[src/rtl/mcmd_pkg.sv]
package mcmd_pkg;

    localparam int WORD_W    = 32;
    localparam int START_BIT = 31;
    localparam int RANK_LSB  = 20;
    localparam int RANK_W    = 2;
    localparam int ARG_LSB   = 4;
    localparam int ARG_W     = 16;
    localparam int OP_W      = 4;

    typedef enum logic [OP_W-1:0] {
        OP_DESEL = 4'd0,
        OP_PREA  = 4'd1,
        OP_REF   = 4'd2,
        OP_MRS   = 4'd3,
        OP_ZQS   = 4'd4,
        OP_ZQL   = 4'd5,
        OP_RSTL  = 4'd6,
        OP_MRR   = 4'd8,
        OP_DPDE  = 4'd9
    } op_e;

    typedef struct packed {
        logic [OP_W-1:0]   op;
        logic [RANK_W-1:0] rank;
        logic [ARG_W-1:0]  arg;
    } cmd_t;

    typedef enum logic [1:0] {
        S_IDLE,
        S_ISSUE,
        S_WAIT,
        S_WAIT_RD
    } seq_e;

    function automatic logic op_known(input logic [OP_W-1:0] op);
        logic k;
        case (op)
            OP_DESEL, OP_PREA, OP_REF, OP_MRS, OP_ZQS,
            OP_ZQL, OP_RSTL, OP_MRR, OP_DPDE: k = 1'b1;
            default:                          k = 1'b0;
        endcase
        return k;
    endfunction

    function automatic cmd_t word_to_cmd(input logic [WORD_W-1:0] w);
        cmd_t c;
        c.op   = w[OP_W-1:0];
        c.rank = w[RANK_LSB +: RANK_W];
        c.arg  = w[ARG_LSB +: ARG_W];
        return c;
    endfunction

    function automatic logic [WORD_W-1:0] cmd_to_word(input cmd_t c, input logic start);
        logic [WORD_W-1:0] w;
        w = '0;
        w[START_BIT]            = start;
        w[RANK_LSB +: RANK_W]   = c.rank;
        w[ARG_LSB +: ARG_W]     = c.arg;
        w[OP_W-1:0]             = c.op;
        return w;
    endfunction

endpackage

[src/rtl/mcmd_regs.sv]
module mcmd_regs
    import mcmd_pkg::*;
(
    input  logic              clk,
    input  logic              rst,
    input  logic              wr_en,
    input  logic [WORD_W-1:0] wr_data,
    input  logic              done,
    output cmd_t              cmd,
    output logic              start,
    output logic              launch
);

    cmd_t wr_cmd;

    always_comb begin
        wr_cmd = word_to_cmd(wr_data);
        launch = wr_en && !start && wr_data[START_BIT]
                 && op_known(wr_cmd.op) && (wr_cmd.rank != '0);
    end

    always_ff @(posedge clk) begin
        if (rst) begin
            cmd   <= '0;
            start <= 1'b0;
        end else if (wr_en && !start) begin
            cmd   <= wr_cmd;
            start <= launch;
        end else if (done) begin
            start <= 1'b0;
        end
    end

endmodule

[src/rtl/mcmd_seq.sv]
module mcmd_seq
    import mcmd_pkg::*;
#(
    parameter int CNT_W   = 8,
    parameter int D_DESEL = 2,
    parameter int D_PREA  = 4,
    parameter int D_REF   = 8,
    parameter int D_MRS   = 3,
    parameter int D_ZQS   = 5,
    parameter int D_ZQL   = 12,
    parameter int D_RSTL  = 6,
    parameter int D_DPDE  = 7
) (
    input  logic              clk,
    input  logic              rst,
    input  logic              launch,
    input  cmd_t              cmd,
    input  logic              rd_valid,
    output logic              cmd_stb,
    output logic [RANK_W-1:0] cmd_rank,
    output logic              done,
    output logic              capture
);

    seq_e             st;
    logic [CNT_W-1:0] cnt;
    logic             second;
    logic             split;
    logic             last_tick;

    function automatic logic [CNT_W-1:0] op_delay(input logic [OP_W-1:0] op);
        logic [CNT_W-1:0] d;
        case (op)
            OP_DESEL: d = CNT_W'(D_DESEL);
            OP_PREA:  d = CNT_W'(D_PREA);
            OP_REF:   d = CNT_W'(D_REF);
            OP_MRS:   d = CNT_W'(D_MRS);
            OP_ZQS:   d = CNT_W'(D_ZQS);
            OP_ZQL:   d = CNT_W'(D_ZQL);
            OP_RSTL:  d = CNT_W'(D_RSTL);
            OP_DPDE:  d = CNT_W'(D_DPDE);
            default:  d = CNT_W'(1);
        endcase
        return d;
    endfunction

    always_comb begin
        split     = (cmd.op == OP_REF) && (cmd.rank == 2'b11);
        last_tick = (st == S_WAIT) && (cnt <= CNT_W'(1));
        cmd_stb   = (st == S_ISSUE);
        cmd_rank  = split ? (second ? 2'b10 : 2'b01) : cmd.rank;
        capture   = (st == S_WAIT_RD) && rd_valid;
        done      = (last_tick && !(split && !second)) || capture;
    end

    always_ff @(posedge clk) begin
        if (rst) begin
            st     <= S_IDLE;
            cnt    <= '0;
            second <= 1'b0;
        end else begin
            case (st)
                S_IDLE: begin
                    if (launch) begin
                        st     <= S_ISSUE;
                        second <= 1'b0;
                    end
                end
                S_ISSUE: begin
                    cnt <= op_delay(cmd.op);
                    st  <= (cmd.op == OP_MRR) ? S_WAIT_RD : S_WAIT;
                end
                S_WAIT: begin
                    if (last_tick) begin
                        if (split && !second) begin
                            second <= 1'b1;
                            st     <= S_ISSUE;
                        end else begin
                            st <= S_IDLE;
                        end
                    end else begin
                        cnt <= cnt - CNT_W'(1);
                    end
                end
                S_WAIT_RD: begin
                    if (rd_valid) st <= S_IDLE;
                end
                default: st <= S_IDLE;
            endcase
        end
    end

endmodule

[src/rtl/mcmd_mrr_stat.sv]
module mcmd_mrr_stat #(
    parameter int DW = 8
) (
    input  logic          clk,
    input  logic          rst,
    input  logic          capture,
    input  logic [DW-1:0] rd_data,
    output logic [DW-1:0] stat
);

    always_ff @(posedge clk) begin
        if (rst)          stat <= '0;
        else if (capture) stat <= rd_data;
    end

endmodule

[src/rtl/dram_mcmd_top.sv]
module dram_mcmd_top
    import mcmd_pkg::*;
#(
    parameter int DW      = 8,
    parameter int CNT_W   = 8,
    parameter int D_DESEL = 2,
    parameter int D_PREA  = 4,
    parameter int D_REF   = 8,
    parameter int D_MRS   = 3,
    parameter int D_ZQS   = 5,
    parameter int D_ZQL   = 12,
    parameter int D_RSTL  = 6,
    parameter int D_DPDE  = 7
) (
    input  logic        clk,
    input  logic        rst,
    input  logic        wr_en,
    input  logic [31:0] wr_data,
    output logic [31:0] cmd_rdata,
    output logic [DW-1:0] mrr_stat,
    output logic        cmd_stb,
    output logic [3:0]  cmd_op,
    output logic [1:0]  cmd_rank,
    output logic [15:0] cmd_arg,
    input  logic        rd_valid,
    input  logic [DW-1:0] rd_data
);

    cmd_t cmd;
    logic start, launch, done, capture;

    mcmd_regs u_regs (
        .clk(clk), .rst(rst), .wr_en(wr_en), .wr_data(wr_data),
        .done(done), .cmd(cmd), .start(start), .launch(launch)
    );

    mcmd_seq #(
        .CNT_W(CNT_W), .D_DESEL(D_DESEL), .D_PREA(D_PREA), .D_REF(D_REF),
        .D_MRS(D_MRS), .D_ZQS(D_ZQS), .D_ZQL(D_ZQL), .D_RSTL(D_RSTL),
        .D_DPDE(D_DPDE)
    ) u_seq (
        .clk(clk), .rst(rst), .launch(launch), .cmd(cmd), .rd_valid(rd_valid),
        .cmd_stb(cmd_stb), .cmd_rank(cmd_rank), .done(done), .capture(capture)
    );

    mcmd_mrr_stat #(.DW(DW)) u_stat (
        .clk(clk), .rst(rst), .capture(capture), .rd_data(rd_data), .stat(mrr_stat)
    );

    assign cmd_rdata = cmd_to_word(cmd, start);
    assign cmd_op    = cmd.op;
    assign cmd_arg   = cmd.arg;

endmodule

[config.mk]
export PLATFORM = sky130hd
export DESIGN_NAME = dram_mcmd_top
export DESIGN_NICKNAME = d
export VERILOG_FILES = /design/src/rtl/mcmd_pkg.sv /design/src/rtl/mcmd_regs.sv /design/src/rtl/mcmd_seq.sv /design/src/rtl/mcmd_mrr_stat.sv /design/src/rtl/dram_mcmd_top.sv
export SDC_FILE = /design/constraint.sdc
export NUM_CORES = 1
export LEC_CHECK = 0
export CAP_MARGIN = 20
export CORE_ASPECT_RATIO = 1.4
export CORE_MARGIN = 5
export CORE_UTILIZATION = 50
export CTS_CLUSTER_SIZE = 25
export DETAILED_ROUTE_END_ITERATION = 10
export DONT_BUFFER_PORTS = 1
export MAX_ROUTING_LAYER = met4
export PLACE_DENSITY_LB_ADDON = 0.2
export RECOVER_POWER = 25
export SYNTH_ARGS = -nofsm -noshare
export SYNTH_HDL_FRONTEND = slang
export SYNTH_SLANG_ARGS = --single-unit
export TNS_END_PERCENT = 50
[constraint.sdc]
create_clock -name clk -period 2.1 [get_ports clk]
set_input_delay 0.315 -clock clk [delete_from_list [all_inputs] [get_ports clk]]
set_output_delay 0.315 -clock clk [all_outputs]
set_load 0.005 [all_outputs]
**After elaboration in Yosys (flattened, before gate mapping)**

Memories as Yosys holds them, arrays and structs flattened. A register that Yosys moved wholly into a read port is not among the register bits.
Cells that the tools add are included.

- Add/sub/neg operators: 1
- $lt $le $gt $ge: 1
- Eq/ne operators: 11
- Muxes and demuxes: 18
- Reductions and logical operators: 21

Operators with widths:

| cell | number |
|---|---|
| 8-bit one-hot mux with 2 select lines | 1 |
| 2-bit 2-to-1 mux | 5 |
| 1-bit logical AND | 9 |
| 8-bit by 1-bit <= comparator with 1-bit output (second input constant) | 1 |
| 4-bit 2-to-1 mux | 2 |
| 8-bit 2-to-1 mux | 1 |
| 2-bit inequality test (second input constant) | 4 |
| 2-bit one-hot mux with 4 select lines | 1 |
| 2-bit nonzero test | 4 |
| 8-bit by 1-bit subtractor with 8-bit output (second input constant) | 1 |
| 1-bit 2-to-1 mux | 7 |
| 2-bit equality test (second input constant) | 3 |
| 4-bit by 2-bit equality test with 1-bit output (second input constant) | 1 |
| 4-bit equality test (second input constant) | 1 |
| 4-bit AND reduction | 1 |
| 1-bit logical NOT | 3 |
| 3-bit AND reduction | 1 |
| 2-bit by 1-bit equality test with 1-bit output (second input constant) | 1 |
| 2-bit logical NOT | 1 |
| 2-bit by 1-bit inequality test with 1-bit output (second input constant) | 1 |
| 1-bit one-hot mux with 2 select lines | 1 |
| 2-bit AND reduction | 1 |
| 1-bit logical OR | 1 |

- Register bits after elaboration: 42
- Bits in read-only memories: 80
- Bits of input ports: 44
- Output and inout port bits: 63
- Logic and storage cells: 62
- Memories kept: 2

Memory list:

| name | words | bits a word | read ports | clocked after memory_dff | write ports | line | source |
|---|---|---|---|---|---|---|---|
| (no name shown) | 16 | 4 | 1 | 1 | 0 | mcmd_seq.sv:33 | `case (op)` |
| (no name shown) | 16 | 1 | 1 | 0 | 0 | mcmd_pkg.sv:38 | `case (op)` |

**Longest topological paths before layout**

Gate-level depths: netlist of run 1.

- Word-level depth: 8
- Depth in mapped cells: 7
- Depth with buffers taken out: 6

**Cells and area by module**

A second synthesis of run 1 with hierarchy kept.

- Cell total of the unflattened synthesis: 271
- Area total of the unflattened synthesis: 2289.7 um2

Modules (own cells, without submodules):

| module | instances | cells each | area an instance (um2) | sequential area each (um2) |
|---|---|---|---|---|
| mcmd_seq | 1 | 110 | 892.1 | 220.2 |
| mcmd_regs | 1 | 104 | 883.3 | 460.4 |
| mcmd_mrr_stat | 1 | 26 | 285.3 | 160.2 |
| dram_mcmd_top | 1 | 31 | 229.0 | 0.0 |

**Worst setup path after synthesis of run 1**

OpenSTA, ideal clock, no wires.

- Path kind: reg-to-reg
- Start: reg u_seq.cnt[4]
- End: reg u_seq.cnt[1]
- Library setup time: 70 ps
- Arrival: 1721 ps
- Data required time: 2030 ps
- Setup slack: 308 ps
- Cell stages (with the launch flop): 6
- Buffers on the path: 1
- Period minus slack after synthesis: 1792 ps
- Cell sequence: dfxtp_1 -> or4_4 -> or3_1 -> buf_2 -> a221o_1 -> a21oi_1

- Longest elaborated chain between the ends: 4

Ends and longest elaborated chain:

| what | line | source |
|---|---|---|
| from (decl) | mcmd_seq.sv:26 | `logic [CNT_W-1:0] cnt;` |
| from (signal assigned) | mcmd_seq.sv:70 | `cnt <= op_delay(cmd.op);` |
| from (signal assigned) | mcmd_seq.sv:82 | `cnt <= cnt - CNT_W'(1);` |
| 8-bit by 1-bit <= comparator with 1-bit output | mcmd_seq.sv:49 | `last_tick = (st == S_WAIT) && (cnt <= CNT_W'(1));` |
| 1-bit logical AND | mcmd_seq.sv:49 |  |
| 2-bit inequality test (no source line) | n/a |  |
| 2-bit AND reduction (no source line) | n/a |  |

No other way between the ends.
A chain may end at the register's enable or synchronous reset.

**Worst setup path after layout of run 1**

Ends and elaborated chain as after synthesis.

==> impl_metrics.py, run 1 <==
metrics = {
    "timing": {
        "worst_slack_ns": 0.182,
        "maxSlewHeadroom": 0.541,
        "setup_viol": 0,
        "tightest_slew_ns": 0.683,
        "period_needed_ns": 1.92,
        "drv_slew": 0,
        "fin_tns_setup_ns": 0,
        "min_period_over_period": 0.913,
        "fin_skew_ns": 0.00233,
        "max_freq_mhz": 521,
        "rsz0062_at_grt": "false",
        "finalHoldViolations": 0,
    },
    "yosys": {
        "synth.distinct_cells": 47,
        "synth.avg_cell_area_um2": 8.16,
        "ys.flop_type": "dfxtp_1",
        "yosysTopAreaCell": "dfxtp_1",
        "netlist_area_um2": 2240,
        "synth_warnings": 0,
        "synthCells": 275,
        "seq_area_frac_synth": 0.410,
        "synth_top_area_frac": 0.410,
        "synth_edf_count": 0,
        "ys_top_cells_by_area": "dfxtp_1 41%, nand2_1 10%, buf_4 10%",
        "synthArstFlopShare": 0,
        "yosys_register_bits": 46,
    },
    "global_routing": {
        "grt_usage": 0.163,
        "grt_antenna_before_repair": 0,
        "groute.layer.met2.usage": 0.281,
        "grtUsageMet3": 0.0465,
        "grt_max_degree": 43,
        "grt_pass1_vias": 1580,
        "gr-total-overflow": 0,
        "grt_pass1_wl_um": 7300,
        "top_usage_layer": "met2",
        "grt_use_met1": 0.179,
    },
    "place": {
        "place_ws_ns": 0.222,
        "portBuffers": 0,
        "dpl-instance-area_um2": 2130,
        "dp_hpwl_um": 3540,
        "gp_congestion": 0.829,
    },
    "power_and_ir_drop": {
        "power_density_nw_per_um2": 840,
        "p_leak_nw": 0.899,
        "power_mw": 1.88,
        "vdd_drop_max_mv": 0.475,
    },
    "critical_path": {
        "rr_worst_depth": 4,
        "cp_max_fo": 6,
        "critPathKind": "flip-flop to flip-flop",
        "critPathArrivalTime_ns": 2.15,
        "crit_required_ns": 2.33,
        "cpPeakStageDelay_ns": 0.55,
        "cpMaxStageDelayCell": "or4_4",
        "critPathLaunchType": "flip-flop",
        "critPathCaptureType": "flip-flop",
        "crit_path_cell_trace": "or4_4, or3_1, a221o_1, a21oi_1",
    },
    "cts": {
        "post-cts-setup-buffers": 0,
        "clk_pin_slew_ns": 0.08,
        "cts_max_level": 2,
        "clockRootBuffer": "clkbuf_8",
        "clockBufferDepth": 2,
        "cts_hold_buf": 0,
        "clock_sinks": 46,
        "numCtsBuffers": 5,
        "clk-insertion-delay-late_ns": 0.29,
        "cts_tree": "yes",
        "post_cts_resized": 0,
    },
    "outcome": {
        "status": "complete, no violations",
    },
    "cells_and_area": {
        "drive_gt1_frac": 0.0784,
        "fin_nets": 303,
        "final_cell_mix": "62 x nand2_1, 46 x dfxtp_1, 31 x a21oi_1",
        "layout_commonest_cell": "nand2_1",
        "area_delta_synth_final_pct": -0.334,
        "antenna_cells": 0,
        "fin_area_um2": 2240,
    },
    "drt": {
        "drt-initial-drc-count": 99,
        "viasPerCell": 5.47,
        "drtAntennaViolNets": 0,
        "wl_um": 4810,
        "drt-pass1-iter-count": 4,
        "drc": 0,
        "num_vias": 1723,
        "post_drt_wl_per_cell_um": 15.3,
    },
    "min_path": {
        "hold_class": "primary input to flip-flop",
        "hold_path_depth": 1,
    },
    "floorplanning": {
        "core_area_um2": 4270,
        "die_h_um": 89.3,
        "die_area_um2": 5950,
        "row_count": 28,
        "start_util": 0.525,
        "boundaryPins": 107,
        "die_w_um": 66.6,
    },
    "flow_run": {
        "drv_cap": 0,
    },
}
-- synthesized netlist by cell type (all sizes together) (2+ instances only) --
cell,instances
nor3,5
nand3,3
nand4b,2
or3,2
a31o,2
inv,12
nand4,3
mux2,2
o41ai,2
nand2,62
nor2,6
o31ai,3
dfxtp,46
clkbuf,8
a211o,2
nor4,2
nor3b,2
a21oi,31
or4,2
o21ai,2
nor2b,4
ha,5
a211oi,2
mux2i,5
nand2b,3
a31oi,3
buf,35
nor4bb,3
-- layer usage --
metal,part of all wire,routed length (um),up-vias
met3,0.075,358,6
met5,0,0,-
met4,0.014,67,0
met2,0.52,2480,63
met1,0.39,1900,792
li1,-,-,862
-- final timing paths --
check	end	startpoint	slack [ns]
min reg2reg	u_seq.cnt[2]	flip-flop	0.45
max reg2reg	u_seq.cnt[1]	u_seq.cnt[4]	0.18
max	u_seq.cnt[1]	u_seq.cnt[4]	0.18
min	u_seq.cnt[2]	rst	0.08
-- worst max-delay path, delay by kind of cell (launching register included) --
kind / cells / cell delay, ns
simple gates: 2 / 0.99
compound gates: 2 / 0.50
flops: 1 / 0.36
-- layout make-up --
class,instances,area (um^2)
clock buffer,6,72.6
tap,60,75.1
multi-input combinational,182,1030
fill,437,2040
sequential,46,921
timing repair buffer,7,52.6
inverter,12,45.0
clock inverter,2,37.5
-- power breakdown --
part           total, mW  leakage (nW)  switching [mW]  internal [mW]
clock network      0.650        0.0514           0.295          0.355
logic              0.253         0.472           0.150          0.104
registers          0.976         0.376          0.0534          0.923
total               1.88         0.899           0.498           1.38
-- registers in the layout, summed over array words and instances (netlist names), named ones only --
| signal | flops |
|---|---|
| u_regs.cmd | 22 |
| u_seq.cnt | 8 |
| u_seq.st | 2 |
| u_regs.start | 1 |
| u_seq.second | 1 |
| u_stat.stat | 8 |
-- per-stage QoR --
stage / hold slack [ns] / cells / util
after floorplan: 0.432 / 283 / -
after global placement: 0.391 / 307 / 0.498
after detailed placement: 0.393 / 307 / 0.498
after CTS: 0.0770 / 315 / 0.523
after global routing: 0.0706 / 315 / 0.523
final: 0.0832 / 315 / 0.523
-- cells by family (layout without fill, tap and decap cells) --
kind of cell    after synthesis  after routing  synth area share
buf+inv                      55             27             0.143
simple gates                102            102             0.215
compound gates               57             57             0.162
flops                        46             46             0.410
xor+xnor                      2              2           0.00781
mux                           7              7            0.0323
other cells                   1              9           0.00167
fa+ha+maj                     5              5            0.0279
(Power assumes the default switching activity.)
==> run 2, diff against run 1 <==
ABC_AREA = 1   (was not set)
CELL_PAD_IN_SITES_DETAIL_PLACEMENT = 0   (was not set)
CELL_PAD_IN_SITES_GLOBAL_PLACEMENT = 1   (was not set)
CORE_UTILIZATION = 42   (was 50)
REMOVE_ABC_BUFFERS = 1   (was not set)
==> run 2 against run 1 <==
  * Sequential cell count did not move
  * Maximum frequency rose by 13%
  * Total power rose by 9.8%
  * Utilization fell by 9.6 points
  * Setup slack improved by 0.22 ns
  * Combinational power rose by 67%
  * Sequential share of layout area fell by 1.9 points
  * Sequential power rose by 5%
  * Critical path depth rose by 3
  * Largest cell class unchanged
==> impl_metrics.py, run 2 <==
metrics = {
    "cells_and_area": {
        "seq_area_um2": 921,
        "final-instance-count-excl-fill": 387,
        "multi_input_area_um2": 1040,
        "largest_register": "u_regs.cmd",
        "fin_nets": 367,
        "reg.largest.list": "u_regs.cmd x22, u_seq.cnt x8, u_stat.stat x8",
        "largest_register_ffs": 22,
        "antenna_cells": 0,
        "drive_gt1_frac": 0.0815,
        "fin_area_um2": 2350,
        "final_cell_mix": "69 x nor2_1, 46 x dfxtp_1, 43 x nand2_1",
        "fillCellCount": 606,
        "layout_commonest_cell": "nor2_1",
        "area_delta_synth_final_pct": -0.531,
    },
    "floorplanning": {
        "die_w_um": 73.3,
        "die_h_um": 98.7,
        "boundaryPins": 107,
        "core_area_um2": 5490,
        "row_count": 32,
        "die_area_um2": 7240,
        "start_util": 0.430,
    },
    "global_routing": {
        "grt_usage": 0.149,
        "grt_max_degree": 35,
        "grt_pass1_vias": 1845,
        "grt_antenna_before_repair": 0,
        "grt_pass1_wl_um": 8310,
        "gr-total-overflow": 0,
    },
    "timing": {
        "period_needed_ns": 1.70,
        "worst_slack_ns": 0.399,
        "drv_slew": 0,
        "max_freq_mhz": 588,
        "fin_skew_ns": 0.00193,
        "rsz0062_at_grt": "false",
        "setup_viol": 0,
        "finalHoldViolations": 0,
        "whs_ns": 0.0775,
        "fin_tns_setup_ns": 0,
        "min_period_over_period": 0.810,
    },
    "yosys": {
        "synth.avg_cell_area_um2": 6.98,
        "synthCells": 338,
        "seq_area_frac_synth": 0.390,
        "synth.distinct_cells": 27,
        "synth_edf_count": 0,
        "synthArstFlopShare": 0,
        "synth_warnings": 0,
        "netlist_area_um2": 2360,
        "yosysTopAreaCell": "dfxtp_1",
        "ys.flop_type": "dfxtp_1",
        "synthTopCellsByCount": "69 x nor2_1, 46 x dfxtp_1, 43 x nand2_1",
        "synth_top_area_frac": 0.390,
        "yosysMostFrequentCell": "nor2_1",
        "ys_top_cells_by_area": "dfxtp_1 39%, nor2_1 11%, buf_4 9.9%",
        "yosys_register_bits": 46,
    },
    "drt": {
        "num_vias": 1866,
        "viasPerCell": 4.82,
        "drt-pass1-iter-count": 4,
        "drtAntennaViolNets": 0,
        "post_drt_wl_per_cell_um": 13.3,
        "wl_um": 5140,
        "drt-initial-drc-count": 73,
        "drc": 0,
    },
    "cts": {
        "clockBufferDepth": 2,
        "clockRootBuffer": "clkbuf_8",
        "clock_sinks": 46,
        "clk_pin_slew_ns": 0.08,
        "cts_max_level": 2,
        "cts_hold_buf": 0,
        "post-cts-setup-buffers": 0,
        "numCtsBuffers": 5,
        "post_cts_resized": 0,
        "cts_tree": "yes",
        "clk-insertion-delay-late_ns": 0.30,
    },
    "flow_run": {
        "drv_cap": 0,
    },
    "power_and_ir_drop": {
        "swShare": 0.314,
        "p_leak_nw": 1.05,
        "pwr-share-clk": 0.303,
        "seq_power_share": 0.492,
        "p_comb_frac": 0.205,
        "p_sw_uw": 648,
        "vdd_drop_max_mv": 0.381,
        "power_density_nw_per_um2": 879,
        "p_int_mw": 1.42,
    },
    "place": {
        "place_ws_ns": 0.377,
        "portBuffers": 0,
        "dp_hpwl_um": 3870,
        "dpl-instance-area_um2": 2240,
        "gp_congestion": 0.810,
        "placed_cells": 379,
    },
    "min_path": {
        "hold_class": "primary input to flip-flop",
    },
    "outcome": {
        "status": "complete, no violations",
    },
    "critical_path": {
        "critPathCaptureType": "flip-flop",
        "crit_required_ns": 2.29,
        "critPathLaunchType": "flip-flop",
        "cp_max_fo": 12,
        "critPathArrivalTime_ns": 1.89,
        "critPathKind": "flip-flop to flip-flop",
    },
}
-- run 2: final cells by class --
| class | instances | area share |
|---|---|---|
| well taps | 68 | 0.0363 |
| flip-flops and latches | 46 | 0.393 |
| inverters | 43 | 0.0688 |
| clock buffers | 8 | 0.0469 |
| multi-input cells | 218 | 0.443 |
| repair buffers | 4 | 0.0128 |
-- run 2: logic make-up (layout without fill, tap and decap cells) --
family                     Yosys count  count (layout)  synth area share
adders and majority gates            5               5            0.0265
buffers and inverters               82              55             0.182
and+or+nand+nor                    145             145             0.272
other                                1               9           0.00159
DFF                                 46              46             0.390
AOI/OAI and AO/OA                   59              59             0.128
-- run 2: worst paths after layout --
path                                   start      endpoint  slack (ns)  cells after the start
worst max-delay path            u_regs.start     flip-flop        0.40                      7
worst min register to register  u_seq.second  u_seq.second        0.46                      2
worst min-delay path                     rst  u_seq.cnt[5]        0.08                      1
worst max register to register  u_regs.start     flip-flop        0.40                      7
-- run 2: critical path: stages, from the launching register on --
cell and delay (ns):
dfxtp_1 0.42, inv_1 0.07, nand2_2 0.18, nor2_1 0.10, nor3_2 0.28, ha_1 0.30, o21ai_0 0.16, a21oi_1 0.08
-- run 2: through the flow --
stage          power, mW  utilization
2_1_floorplan       1.36            -
3_3_place_gp        1.46        0.408
3_5_place_dp        1.47        0.408
4_1_cts             2.10        0.428
5_1_grt             2.21        0.428
6_report            2.06        0.428
-- run 2: power groups by stage --
stage | clock network (mW) | registers [mW] | logic (mW)
6_report | 0.625 | 1.02 | 0.423
5_1_grt | 0.684 | 1.03 | 0.494
4_1_cts | 0.654 | 1.02 | 0.430
3_5_place_dp | 0 | 1.04 | 0.428
3_3_place_gp | 0 | 1.04 | 0.425
2_1_floorplan | 0 | 1.02 | 0.341
-- run 2: layer usage --
layer	part of all wire	track usage	up-vias
met3	0.075	0.0418	7
met2	0.53	0.272	65
li1	-	-	977
met5	0	-	-
met1	0.38	0.147	817
met4	0.016	0.0502	0
